$ cat src/rtl/hp_pkg.sv
package hp_pkg;
  localparam int unsigned NSLOT  = 32;
  localparam int unsigned SLOT_W = 5;
  localparam int unsigned DATA_W = 32;
  localparam int unsigned ADDR_W = 5;
  localparam logic [ADDR_W-1:0] WIN_END = 5'h14;

  typedef logic [NSLOT-1:0] slot_mask_t;

  typedef enum logic [2:0] {
    REG_INS       = 3'd0,
    REG_RMREQ     = 3'd1,
    REG_EJECT     = 3'd2,
    REG_REMOVABLE = 3'd3,
    REG_SEL       = 3'd4
  } reg_idx_e;

  typedef enum logic [1:0] {
    SEQ_IDLE,
    SEQ_DRAIN,
    SEQ_REBUILD
  } seq_state_e;
endpackage

$ cat src/rtl/hp_lsb_enc.sv
module hp_lsb_enc #(
  parameter int unsigned W  = 32,
  parameter int unsigned IW = (W > 1) ? $clog2(W) : 1
) (
  input  logic [W-1:0]  in_i,
  output logic          any_o,
  output logic [IW-1:0] idx_o
);
  always_comb begin
    any_o = |in_i;
    idx_o = '0;
    for (int i = W - 1; i >= 0; i--) begin
      if (in_i[i]) idx_o = IW'(i);
    end
  end
endmodule

$ cat src/rtl/hp_bus_state.sv
module hp_bus_state import hp_pkg::*; (
  input  logic       clk_i,
  input  logic       rst_ni,
  input  slot_mask_t ins_set_i,
  input  slot_mask_t req_set_i,
  input  slot_mask_t clr_i,
  input  logic       ins_rd_clr_i,
  input  logic       rmv_load_i,
  input  slot_mask_t rmv_val_i,
  output slot_mask_t ins_o,
  output slot_mask_t req_o,
  output slot_mask_t rmv_o
);
  slot_mask_t ins_q, req_q, rmv_q;

  // set terms are ORed last so events win over clears
  always_ff @(posedge clk_i or negedge rst_ni) begin
    if (!rst_ni) begin
      ins_q <= '0;
      req_q <= '0;
      rmv_q <= '0;
    end else begin
      ins_q <= (ins_q & ~clr_i & {NSLOT{~ins_rd_clr_i}}) | ins_set_i;
      req_q <= (req_q & ~clr_i) | req_set_i;
      if (rmv_load_i) rmv_q <= rmv_val_i;
    end
  end

  assign ins_o = ins_q;
  assign req_o = req_q;
  assign rmv_o = rmv_q;

  p_ins_kept_r9: assert property (@(posedge clk_i) disable iff (!rst_ni)
    (ins_set_i != '0) |=> ((ins_o & $past(ins_set_i)) == $past(ins_set_i)));
  p_req_kept_r9: assert property (@(posedge clk_i) disable iff (!rst_ni)
    (req_set_i != '0) |=> ((req_o & $past(req_set_i)) == $past(req_set_i)));
  p_rd_clr_r4: assert property (@(posedge clk_i) disable iff (!rst_ni)
    (ins_rd_clr_i && ins_set_i == '0) |=> (ins_o == '0));
  p_rmv_hold_r10: assert property (@(posedge clk_i) disable iff (!rst_ni)
    !rmv_load_i |=> $stable(rmv_o));
endmodule

$ cat src/rtl/hp_reset_seq.sv
module hp_reset_seq import hp_pkg::*; #(
  parameter int unsigned NUM_BUS = 8,
  parameter int unsigned BUS_W   = (NUM_BUS > 1) ? $clog2(NUM_BUS) : 1
) (
  input  logic              clk_i,
  input  logic              rst_ni,
  input  logic              start_i,
  input  slot_mask_t        pend_i,
  output logic              busy_o,
  output logic [BUS_W-1:0]  bus_o,
  output logic              drain_ej_o,
  output logic [SLOT_W-1:0] slot_o,
  output logic              rebuild_o
);
  localparam logic [BUS_W-1:0] LAST_BUS = BUS_W'(NUM_BUS - 1);

  seq_state_e       state_q;
  logic [BUS_W-1:0] bus_q;
  logic             pend_any;

  hp_lsb_enc #(.W(NSLOT), .IW(SLOT_W)) u_pend_enc (
    .in_i (pend_i),
    .any_o(pend_any),
    .idx_o(slot_o)
  );

  always_ff @(posedge clk_i or negedge rst_ni) begin
    if (!rst_ni) begin
      state_q <= SEQ_DRAIN;
      bus_q   <= '0;
    end else if (start_i) begin
      state_q <= SEQ_DRAIN;
      bus_q   <= '0;
    end else begin
      case (state_q)
        SEQ_DRAIN: if (!pend_any) begin
          if (bus_q == LAST_BUS) state_q <= SEQ_REBUILD;
          else                   bus_q   <= bus_q + 1'b1;
        end
        SEQ_REBUILD: state_q <= SEQ_IDLE;
        default:     state_q <= SEQ_IDLE;
      endcase
    end
  end

  assign busy_o     = (state_q != SEQ_IDLE);
  assign bus_o      = bus_q;
  assign drain_ej_o = (state_q == SEQ_DRAIN) && pend_any;
  assign rebuild_o  = (state_q == SEQ_REBUILD);

  p_drain_hold_r10: assert property (@(posedge clk_i) disable iff (!rst_ni)
    (drain_ej_o && !start_i) |=> (busy_o && bus_o == $past(bus_o)));
  p_rebuild_end_r10: assert property (@(posedge clk_i) disable iff (!rst_ni)
    (rebuild_o && !start_i) |=> !busy_o);
endmodule

$ cat src/rtl/hp_reg_if.sv
module hp_reg_if import hp_pkg::*; #(
  parameter int unsigned NUM_BUS     = 8,
  parameter int unsigned DEFAULT_BUS = 0,
  parameter int unsigned BUS_W       = (NUM_BUS > 1) ? $clog2(NUM_BUS) : 1
) (
  input  logic              clk_i,
  input  logic              rst_ni,
  input  logic              legacy_i,
  input  logic              busy_i,
  input  logic              req_i,
  input  logic              we_i,
  input  logic [ADDR_W-1:0] addr_i,
  input  logic [3:0]        be_i,
  input  logic [DATA_W-1:0] wdata_i,
  input  slot_mask_t        cur_ins_i,
  input  slot_mask_t        cur_req_i,
  input  slot_mask_t        cur_rmv_i,
  output logic [DATA_W-1:0] rdata_o,
  output logic              rvalid_o,
  output logic [BUS_W-1:0]  sel_bus_o,
  output logic              sel_ok_o,
  output logic              ins_rd_clr_o,
  output logic              ej_wr_o,
  output logic [SLOT_W-1:0] ej_slot_o
);
  logic [DATA_W-1:0] sel_q, rdata_q, rd_mux;
  logic              rvalid_q;
  logic              acc_ok, rd, wr, sel_wr, ej_any;
  reg_idx_e          idx;

  assign idx    = reg_idx_e'(addr_i[4:2]);
  assign acc_ok = req_i && !busy_i && (be_i == 4'hF) && (addr_i[1:0] == 2'b00)
                  && (addr_i < WIN_END);
  assign rd     = acc_ok && !we_i;
  assign wr     = acc_ok && we_i;
  assign sel_wr = wr && (idx == REG_SEL);

  assign sel_ok_o  = (sel_q < DATA_W'(NUM_BUS));
  assign sel_bus_o = sel_q[BUS_W-1:0];

  hp_lsb_enc #(.W(DATA_W), .IW(SLOT_W)) u_ej_enc (
    .in_i (wdata_i),
    .any_o(ej_any),
    .idx_o(ej_slot_o)
  );

  assign ej_wr_o      = wr && (idx == REG_EJECT) && sel_ok_o && ej_any;
  assign ins_rd_clr_o = rd && (idx == REG_INS) && sel_ok_o && !legacy_i;

  always_comb begin
    case (idx)
      REG_INS:       rd_mux = cur_ins_i;
      REG_RMREQ:     rd_mux = cur_req_i;
      REG_REMOVABLE: rd_mux = cur_rmv_i;
      REG_SEL:       rd_mux = sel_q;
      default:       rd_mux = '0;
    endcase
  end

  always_ff @(posedge clk_i or negedge rst_ni) begin
    if (!rst_ni) begin
      sel_q    <= DATA_W'(DEFAULT_BUS);
      rdata_q  <= '0;
      rvalid_q <= 1'b0;
    end else begin
      rvalid_q <= req_i && !we_i;
      rdata_q  <= (rd && sel_ok_o) ? rd_mux : '0;
      if (sel_wr) sel_q <= legacy_i ? DATA_W'(DEFAULT_BUS) : wdata_i;
    end
  end

  assign rdata_o  = rdata_q;
  assign rvalid_o = rvalid_q;

  p_oob_read_r3: assert property (@(posedge clk_i) disable iff (!rst_ni)
    (req_i && !we_i && !sel_ok_o) |=> (rdata_o == '0));
  p_legacy_sel_r5: assert property (@(posedge clk_i) disable iff (!rst_ni)
    (sel_wr && legacy_i) |=> (sel_q == DATA_W'(DEFAULT_BUS)));
  p_busy_quiet_r11: assert property (@(posedge clk_i) disable iff (!rst_ni)
    (req_i && busy_i) |=> (rdata_o == '0 && $stable(sel_q)));
  p_read_valid_r1: assert property (@(posedge clk_i) disable iff (!rst_ni)
    (req_i && !we_i) |=> rvalid_o);
endmodule

$ cat src/rtl/hp_slot_regs.sv
module hp_slot_regs import hp_pkg::*; #(
  parameter int unsigned NUM_BUS     = 8,
  parameter int unsigned DEFAULT_BUS = 0,
  parameter int unsigned BUS_W       = (NUM_BUS > 1) ? $clog2(NUM_BUS) : 1
) (
  input  logic                     clk_i,
  input  logic                     rst_ni,
  input  logic                     legacy_i,
  input  logic                     sys_reset_i,
  input  logic [NUM_BUS*NSLOT-1:0] fixed_mask_i,
  input  logic                     reg_req_i,
  input  logic                     reg_we_i,
  input  logic [ADDR_W-1:0]        reg_addr_i,
  input  logic [3:0]               reg_be_i,
  input  logic [DATA_W-1:0]        reg_wdata_i,
  output logic [DATA_W-1:0]        reg_rdata_o,
  output logic                     reg_rvalid_o,
  input  logic                     ins_valid_i,
  input  logic [BUS_W-1:0]         ins_bus_i,
  input  logic [SLOT_W-1:0]        ins_slot_i,
  input  logic                     rmv_valid_i,
  input  logic [BUS_W-1:0]         rmv_bus_i,
  input  logic [SLOT_W-1:0]        rmv_slot_i,
  output logic                     evt_o,
  output logic                     ej_valid_o,
  output logic [BUS_W-1:0]         ej_bus_o,
  output logic [SLOT_W-1:0]        ej_slot_o,
  output logic                     busy_o
);
  slot_mask_t ins_w [NUM_BUS];
  slot_mask_t req_w [NUM_BUS];
  slot_mask_t rmv_w [NUM_BUS];

  logic [BUS_W-1:0]  sel_bus, seq_bus, fire_bus;
  logic [SLOT_W-1:0] wr_slot, seq_slot, fire_slot;
  logic              sel_ok, ins_rd_clr, ej_wr, drain_ej, rebuild, fire;
  slot_mask_t        cur_ins, cur_req, cur_rmv;

  assign cur_ins = sel_ok ? ins_w[sel_bus] : '0;
  assign cur_req = sel_ok ? req_w[sel_bus] : '0;
  assign cur_rmv = sel_ok ? rmv_w[sel_bus] : '0;

  hp_reg_if #(.NUM_BUS(NUM_BUS), .DEFAULT_BUS(DEFAULT_BUS), .BUS_W(BUS_W)) u_reg_if (
    .clk_i       (clk_i),
    .rst_ni      (rst_ni),
    .legacy_i    (legacy_i),
    .busy_i      (busy_o),
    .req_i       (reg_req_i),
    .we_i        (reg_we_i),
    .addr_i      (reg_addr_i),
    .be_i        (reg_be_i),
    .wdata_i     (reg_wdata_i),
    .cur_ins_i   (cur_ins),
    .cur_req_i   (cur_req),
    .cur_rmv_i   (cur_rmv),
    .rdata_o     (reg_rdata_o),
    .rvalid_o    (reg_rvalid_o),
    .sel_bus_o   (sel_bus),
    .sel_ok_o    (sel_ok),
    .ins_rd_clr_o(ins_rd_clr),
    .ej_wr_o     (ej_wr),
    .ej_slot_o   (wr_slot)
  );

  hp_reset_seq #(.NUM_BUS(NUM_BUS), .BUS_W(BUS_W)) u_reset_seq (
    .clk_i     (clk_i),
    .rst_ni    (rst_ni),
    .start_i   (sys_reset_i),
    .pend_i    (req_w[seq_bus]),
    .busy_o    (busy_o),
    .bus_o     (seq_bus),
    .drain_ej_o(drain_ej),
    .slot_o    (seq_slot),
    .rebuild_o (rebuild)
  );

  for (genvar b = 0; b < NUM_BUS; b++) begin : g_bus
    slot_mask_t ins_set, req_set, clr;
    always_comb begin
      ins_set = (ins_valid_i && ins_bus_i == BUS_W'(b)) ? (slot_mask_t'(1) << ins_slot_i) : '0;
      req_set = (rmv_valid_i && rmv_bus_i == BUS_W'(b)) ? (slot_mask_t'(1) << rmv_slot_i) : '0;
      clr     = '0;
      if (ej_wr && sel_bus == BUS_W'(b))      clr = clr | (slot_mask_t'(1) << wr_slot);
      if (drain_ej && seq_bus == BUS_W'(b))   clr = clr | (slot_mask_t'(1) << seq_slot);
    end

    hp_bus_state u_state (
      .clk_i       (clk_i),
      .rst_ni      (rst_ni),
      .ins_set_i   (ins_set),
      .req_set_i   (req_set),
      .clr_i       (clr),
      .ins_rd_clr_i(ins_rd_clr && sel_bus == BUS_W'(b)),
      .rmv_load_i  (rebuild),
      .rmv_val_i   (~fixed_mask_i[b*NSLOT +: NSLOT]),
      .ins_o       (ins_w[b]),
      .req_o       (req_w[b]),
      .rmv_o       (rmv_w[b])
    );
  end

  // register writes are blocked while draining, so the two sources never collide
  assign fire_bus  = ej_wr ? sel_bus : seq_bus;
  assign fire_slot = ej_wr ? wr_slot : seq_slot;
  assign fire      = (ej_wr || drain_ej) && !fixed_mask_i[{fire_bus, fire_slot}];

  always_ff @(posedge clk_i or negedge rst_ni) begin
    if (!rst_ni) begin
      evt_o      <= 1'b0;
      ej_valid_o <= 1'b0;
      ej_bus_o   <= '0;
      ej_slot_o  <= '0;
    end else begin
      evt_o      <= ins_valid_i || rmv_valid_i;
      ej_valid_o <= fire;
      if (fire) begin
        ej_bus_o  <= fire_bus;
        ej_slot_o <= fire_slot;
      end
    end
  end

  p_evt_r7: assert property (@(posedge clk_i) disable iff (!rst_ni)
    (ins_valid_i || rmv_valid_i) |=> evt_o);
  p_evt_quiet_r8: assert property (@(posedge clk_i) disable iff (!rst_ni)
    !(ins_valid_i || rmv_valid_i) |=> !evt_o);
  p_ej_src_r6: assert property (@(posedge clk_i) disable iff (!rst_ni)
    ej_valid_o |-> $past(ej_wr || drain_ej));
  p_no_wr_busy_r11: assert property (@(posedge clk_i) disable iff (!rst_ni)
    busy_o |-> !ej_wr);
endmodule

$ cat config.mk
export PLATFORM = sky130hd
export DESIGN_NAME = hp_slot_regs
export DESIGN_NICKNAME = d
export VERILOG_FILES = /design/src/rtl/hp_pkg.sv /design/src/rtl/hp_lsb_enc.sv /design/src/rtl/hp_bus_state.sv /design/src/rtl/hp_reset_seq.sv /design/src/rtl/hp_reg_if.sv /design/src/rtl/hp_slot_regs.sv
export SDC_FILE = /design/constraint.sdc
export NUM_CORES = 2
export LEC_CHECK = 0
export BUFFER_PORTS_ARGS = -buffer_cell sky130_fd_sc_hd__buf_2
export CORE_MARGIN = 1
export CORE_UTILIZATION = 50
export CTS_BUF_LIST = sky130_fd_sc_hd__clkbuf_8 sky130_fd_sc_hd__clkbuf_16
export CTS_CLUSTER_DIAMETER = 120
export DETAILED_ROUTE_END_ITERATION = 8
export PLACE_DENSITY = 0.68
export REMOVE_ABC_BUFFERS = 1
export SYNTH_ARGS = -nofsm -noshare
export SYNTH_HDL_FRONTEND = slang
export SYNTH_SLANG_ARGS = --single-unit
$ cat constraint.sdc
create_clock -name clk_i -period 10.5 [get_ports clk_i]
set_input_delay 2.1 -clock clk_i [delete_from_list [all_inputs] [get_ports clk_i]]
set_output_delay 2.1 -clock clk_i [all_outputs]
set_load 0.02 [all_outputs]
After elaboration in Yosys (flattened, before gate mapping). Cells that the tools add are included.

Register bits after elaboration: 848. Latch bits: 0. Bits in writable memories: 0. Bits in read-only memories: 0. Output and inout port bits: 44. Logic and storage cells: 357. Memories kept: 0.

Add/subtract/negate cells: 1. Multipliers: 0. Divide/modulo/power cells: 0. $lt $le $gt $ge: 5. Eq/ne operators: 39. Shift operators: 4. Multiplexer cells: 126. Bitwise gates (word level): 74. Reductions and logical operators: 75.

Operators with widths (number): two-way mux 32 bit (45); AND 32 bit (24); bitwise OR 32 bit (24); inverter 32 bit (16); binary-select mux 32 bit (select 3 bit) (4); two-way mux 5 bit (65); one-hot mux 32 bit (4 select lines) (1); << shifter 1 x 5 -> 32 bit, first input constant (4); OR reduction 32 bit (2); logical AND 1 bit (57); == test 3 bit, second input constant (17); < comparator 32 x 4 -> 1 bit, second input constant (1); == test 3 x 2 -> 1 bit, second input constant (10); == test 3 x 1 -> 1 bit, second input constant (5); logical NOT 3 bit (5); two-way mux 3 bit (5); < comparator 8 x 9 -> 1 bit, second input constant (1); binary-select mux 1 bit (select 8 bit) (1); greater-or-equal comparator 4 bit, second input constant (2); two-way mux 2 bit (4); inverter 1 bit (8); inverter 3 -> 4 bit (2); != test 3 bit, second input constant (2); < comparator 5 bit, second input constant (1); other kinds (12) (18).

Logic depth before layout (Yosys ltp).
Word-level depth: 43. Mapped depth: 23.

Hierarchy. From an unflattened synthesis, not the netlist that was laid out.

Cells, all modules: 5106. Area total of the unflattened synthesis: 52460.3 um^2.

By module, submodules not included: hp_bus_state (instances 8, cells an instance 263, area each 3682.3 um^2); hp_slot_regs (instances 1, cells an instance 2532, area each 18056.1 um^2); hp_reg_if (instances 1, cells an instance 316, area each 3886.2 um^2); hp_lsb_enc (instances 2, cells an instance 65, area each 385.4 um^2); hp_reset_seq (instances 1, cells an instance 24, area each 289.0 um^2).

Worst setup path before layout. No wires, ideal clock.

Path kind: input -> register. Start: in reg_wdata_i[20]. End: reg ej_slot_o[2]. Library setup time: 0.125 ns. Data arrival time: 5.602 ns. Path slack: 4.773 ns. Stages on the path: 16. Buffers on the path: 1. Path through: nor4_1 o21ai_0 nand2_1 a21boi_0 or4b_2 and3_1 a22o_1 clkbuf_1 nor2_1 a22oi_1 and3_1 a31oi_1 nand4_1 a221oi_2 o31ai_4 mux2_4.

Longest elaborated chain between the ends: 26. Elaborated cells between the ends (all ways): 30. Classes of those cells: 25 x mux; 5 x reduce/logical.

RTL lines: from (decl) (line hp_slot_regs.sv:15) `input logic [DATA_W-1:0] reg_wdata_i,`; two-way mux 5 bit (21 in series) (line hp_lsb_enc.sv:13) `if (in_i[i]) idx_o = IW'(i);`; two-way mux 5 bit (line hp_slot_regs.sv:104) `assign fire_slot = ej_wr ? wr_slot : seq_slot;`; binary-select mux 1 bit (select 8 bit) (line hp_slot_regs.sv:105) `assign fire = (ej_wr || drain_ej) && !fixed_mask_i[{fire_bus, fire_slot}];`; two-way mux 1 bit (not written as such) (line hp_slot_regs.sv:105); logical NOT 1 bit (line hp_slot_regs.sv:105); logical AND 1 bit (line hp_slot_regs.sv:105); to (signal assigned) (line hp_slot_regs.sv:118) `ej_slot_o <= fire_slot;`; to (decl) (line hp_slot_regs.sv:27) `output logic [SLOT_W-1:0] ej_slot_o,`.

Parallel ways exist; a longest one is shown, timed or not. The select of a mux whose other input is x is not followed. A chain may end at the register's enable or synchronous reset.

Final worst setup path.
Start: in reg_wdata_i[31]. End: reg ej_bus_o[0].

Longest elaborated chain between the ends: 37. Elaborated cells between the ends (all ways): 41. Classes of those cells: 36 x mux; 5 x reduce/logical.

RTL lines: two-way mux 5 bit (32 in series) (line hp_lsb_enc.sv:13); two-way mux 5 bit (line hp_slot_regs.sv:104); binary-select mux 1 bit (select 8 bit) (line hp_slot_regs.sv:105); two-way mux 1 bit (not written as such) (line hp_slot_regs.sv:105); logical NOT 1 bit (line hp_slot_regs.sv:105); logical AND 1 bit (line hp_slot_regs.sv:105); to (signal assigned) (line hp_slot_regs.sv:117) `ej_bus_o <= fire_bus;`; to (decl) (line hp_slot_regs.sv:26) `output logic [BUS_W-1:0] ej_bus_o,`.

Parallel ways exist; a longest one is shown, timed or not. The select of a mux whose other input is x is not followed.

==> reports/results.ini <==
[run_status]
status=complete, no violations

[yosys]
syn_avg_cell_area_um2=10.16
synth_edf_count=0
synth.distinct_cells=85
ys_seq_area_frac=0.4591
synthTopCellsByArea=dfrtp_1 (46%), mux4_2 (11%), nand2_1 (5.9%), mux2i_1 (5.5%), o21ai_0 (5.1%)
yosys.area.top_type=dfrtp_1
ys.flop_type=dfrtp_1
synth_cells=4551
syn-cell-area_um2=46220
synthArstFlopShare=1.000
yosysWarnings=0
yosysTopAreaCellShare=0.4586
ys_seq_elements=848

[worst_setup_path]
path_cells=buf_2 -> nor4_1 -> nand4_1 -> nor2_1 -> or4_1 -> or3_1 -> a21boi_4 -> buf_12 -> mux2i_1 -> a22oi_1 -> a21oi_1 -> nand4b_1 -> o21ai_0 -> o21ai_1 -> o31ai_4 -> mux2_4
rr_worst_depth=18
cp-start-kind=primary input
path_buf_inv=2
cp_top_family=simple AND/OR/NAND/NOR gates
setup.worst_path.class=primary input to flop
crit_start=reg_wdata_i[31]
rrSetupSlack_ps=3380
cp-end-kind=flop
r2r_start=u_reset_seq.bus_o[1]
arrival_ps=7900
path_max_fanout=63
slowest_delay_ps=920
crit_path_top_delay_cell=a21boi_4
r2r-end=ej_bus_o[0]
cp.required_ps=11080

[power_and_ir_drop]
leakagePower_nw=21.66
ir_drop_v=0.0006992
p_per_area_nw_per_um2=327.6

[placement]
place.port_buffers=364
hpwl_mm=142.3
gp_congestion=1.038
pre_cts_ws_ps=2618

[floorplan]
dieArea_um2=93660
rows=111
die_w_um=306.0
die_y_um=306.0
io_pins=365
initial_core_util=0.5042
coreArea_um2=91660

[layout]
syn2layout_area_growth_pct=12.70
drive_gt1_frac=0.1924
layout_commonest_cell=dfrtp_1
layout_common_cells=dfrtp_1 (842), nand2_1 (710), o21ai_0 (470), buf_2 (363), o22ai_1 (300)
nets=5078
final_core_util=0.5683

[cts]
clk_pin_slew_worst_paths_ps=60
cts_tree=done
hold_buffers=0
insertion_delay_ps=700
post-cts-setup-buffers=0
ctsHtreeMaxLevel=3
cts_buffers=93
post_cts_resized=0
cts-root-buf=clkbuf_16
cts_max_path_buffers=3
cts_sinks=848

[routing]
first_iter_violations=6869
drc=0
vias=43380
viasPerCell=7.197
ant_nets=0
first_pass_iters=6
wl_mm=208.8
wl_per_cell_um=34.64

[sta]
drv_slew=0
worst_pin_slew_ps=1444
rsz0062_at_grt=no
period_needed_ps=7328
timing.final.ws_setup_ps=3172
setup_viol=0
finalSetupTns_ps=0
clock_skew_ps=26.30
fmax_ghz=0.1365
finalHoldViolCount=0
period_share=0.6979
maxSlewHeadroom=0.02975

[global_route]
antenna_found_initial=28
grt_first_pass_wirelength_mm=296.2
track_usage=0.4411
grt-ovfl-total=0
grt_max_degree=313
grt_pass1_vias=41390

[worst_hold_path]
hold_depth=2
min-delay-start=g_bus[6].u_state.rmv_o[31]
holdPathEnd=g_bus[6].u_state.rmv_o[31]
hp-class=flop to flop

[job]
maxCapViolCount=0

-- routing by layer --
layer  wire [um]  up-vias  global-route usage
met1       75070    21370              0.5574
met5         293        -             0.01344
li1            -    17470                   -
met2       86730     3606              0.6226
met3       29860      915              0.1765
met4       16800       20              0.2922
-- through the flow --
stage | cells | power (mW) | instance area, um^2 | hold WS (ps)
6_report | 6027 | 17.06 | 52090 | 474.0
4_1_cts | 6003 | 16.67 | 52030 | 478.8
3_5_place_dp | 5842 | 13.40 | 49020 | 465.9
5_1_grt | 6017 | 17.66 | 52060 | 491.9
2_1_floorplan | 4204 | 9.821 | 44750 | 444.6
3_3_place_gp | 5842 | 13.23 | 49020 | 456.8
-- sequential cells by signal, summed over array words and instances, names as in the netlist --
signal,cells
ej_bus_o,3
ej_slot_o,5
ej_valid_o,1
evt_o,1
g_bus.u_state.ins_o,256
g_bus.u_state.req_o,256
g_bus.u_state.rmv_o,256
u_reg_if.rdata_o,32
u_reg_if.rvalid_o,1
u_reg_if.sel_q,32
u_reset_seq.bus_o,3
u_reset_seq.state_q,2
-- cell type report --
class | count | area (um^2)
Antenna cell | 24 | 60.06
Clock buffer | 118 | 2683
Clock inverter | 43 | 322.8
Fill cell | 7912 | 39570
Inverter | 111 | 416.7
Multi-Input combinational cell | 3245 | 23270
Sequential cell | 848 | 21240
Tap cell | 1186 | 1484
Timing Repair Buffer | 452 | 2618
-- kinds of logic (layout without fill, tap and decap cells) --
kind of cell / after synthesis / in the layout / share of synthesized area
DFF: 848 / 848 / 0.4592
buffers and inverters: 458 / 724 / 0.04074
xor gates and xnor gates: 1 / 1 / 0.0001895
muxes: 518 / 518 / 0.1751
and+or+nand+nor: 1348 / 1348 / 0.1284
adders and majority gates: 6 / 6 / 0.001624
AOI/OAI and AO/OA: 1372 / 1372 / 0.1947
other: 0 / 24 / 0
-- power by group --
part           total, mW  leakage, nW  internal (mW)  switching, mW
clock network       3.29         1.56           1.89           1.41
registers           4.30         10.8           3.91          0.395
logic               9.47         9.29           3.38           6.08
-- worst min-delay path, stage by stage (launching register included) --
cell	delay [ps]
dfrtp_1	340
nand2_1	40
o21ai_0	60
-- how the worst max path moves through the flow --
stage          slack [ps]            to  cells after the start
2_1_floorplan       -1910  ej_slot_o[3]                     15
3_3_place_gp         2650  ej_slot_o[1]                     16
3_5_place_dp         2620  ej_slot_o[1]                     16
4_1_cts              3330   ej_bus_o[0]                     16
5_1_grt              2990  ej_slot_o[1]                     16
6_report             3170   ej_bus_o[0]                     16
-- cell usage after synthesis, types with 11 or more instances --
master	number
buf_2	26
mux4_2	227
a22oi_1	81
and2_1	11
buf_1	45
a21oi_1	134
a22o_1	71
inv_1	110
a32o_1	136
mux2_2	31
nor4_1	27
nor3_1	42
a31oi_1	17
nand4_1	22
and3_1	23
a211oi_1	14
dfrtp_1	847
nand2b_1	54
nor2_1	242
nor3b_1	11
buf_4	13
o21ai_0	470
clkbuf_1	252
o22a_1	35
nand3_1	102
nor2b_1	27
o22ai_1	300
o211ai_1	14
nand2_1	721
buf_6	11
mux2i_1	253
or2_2	17
Note: power is estimated with default switching activity, not from simulation.
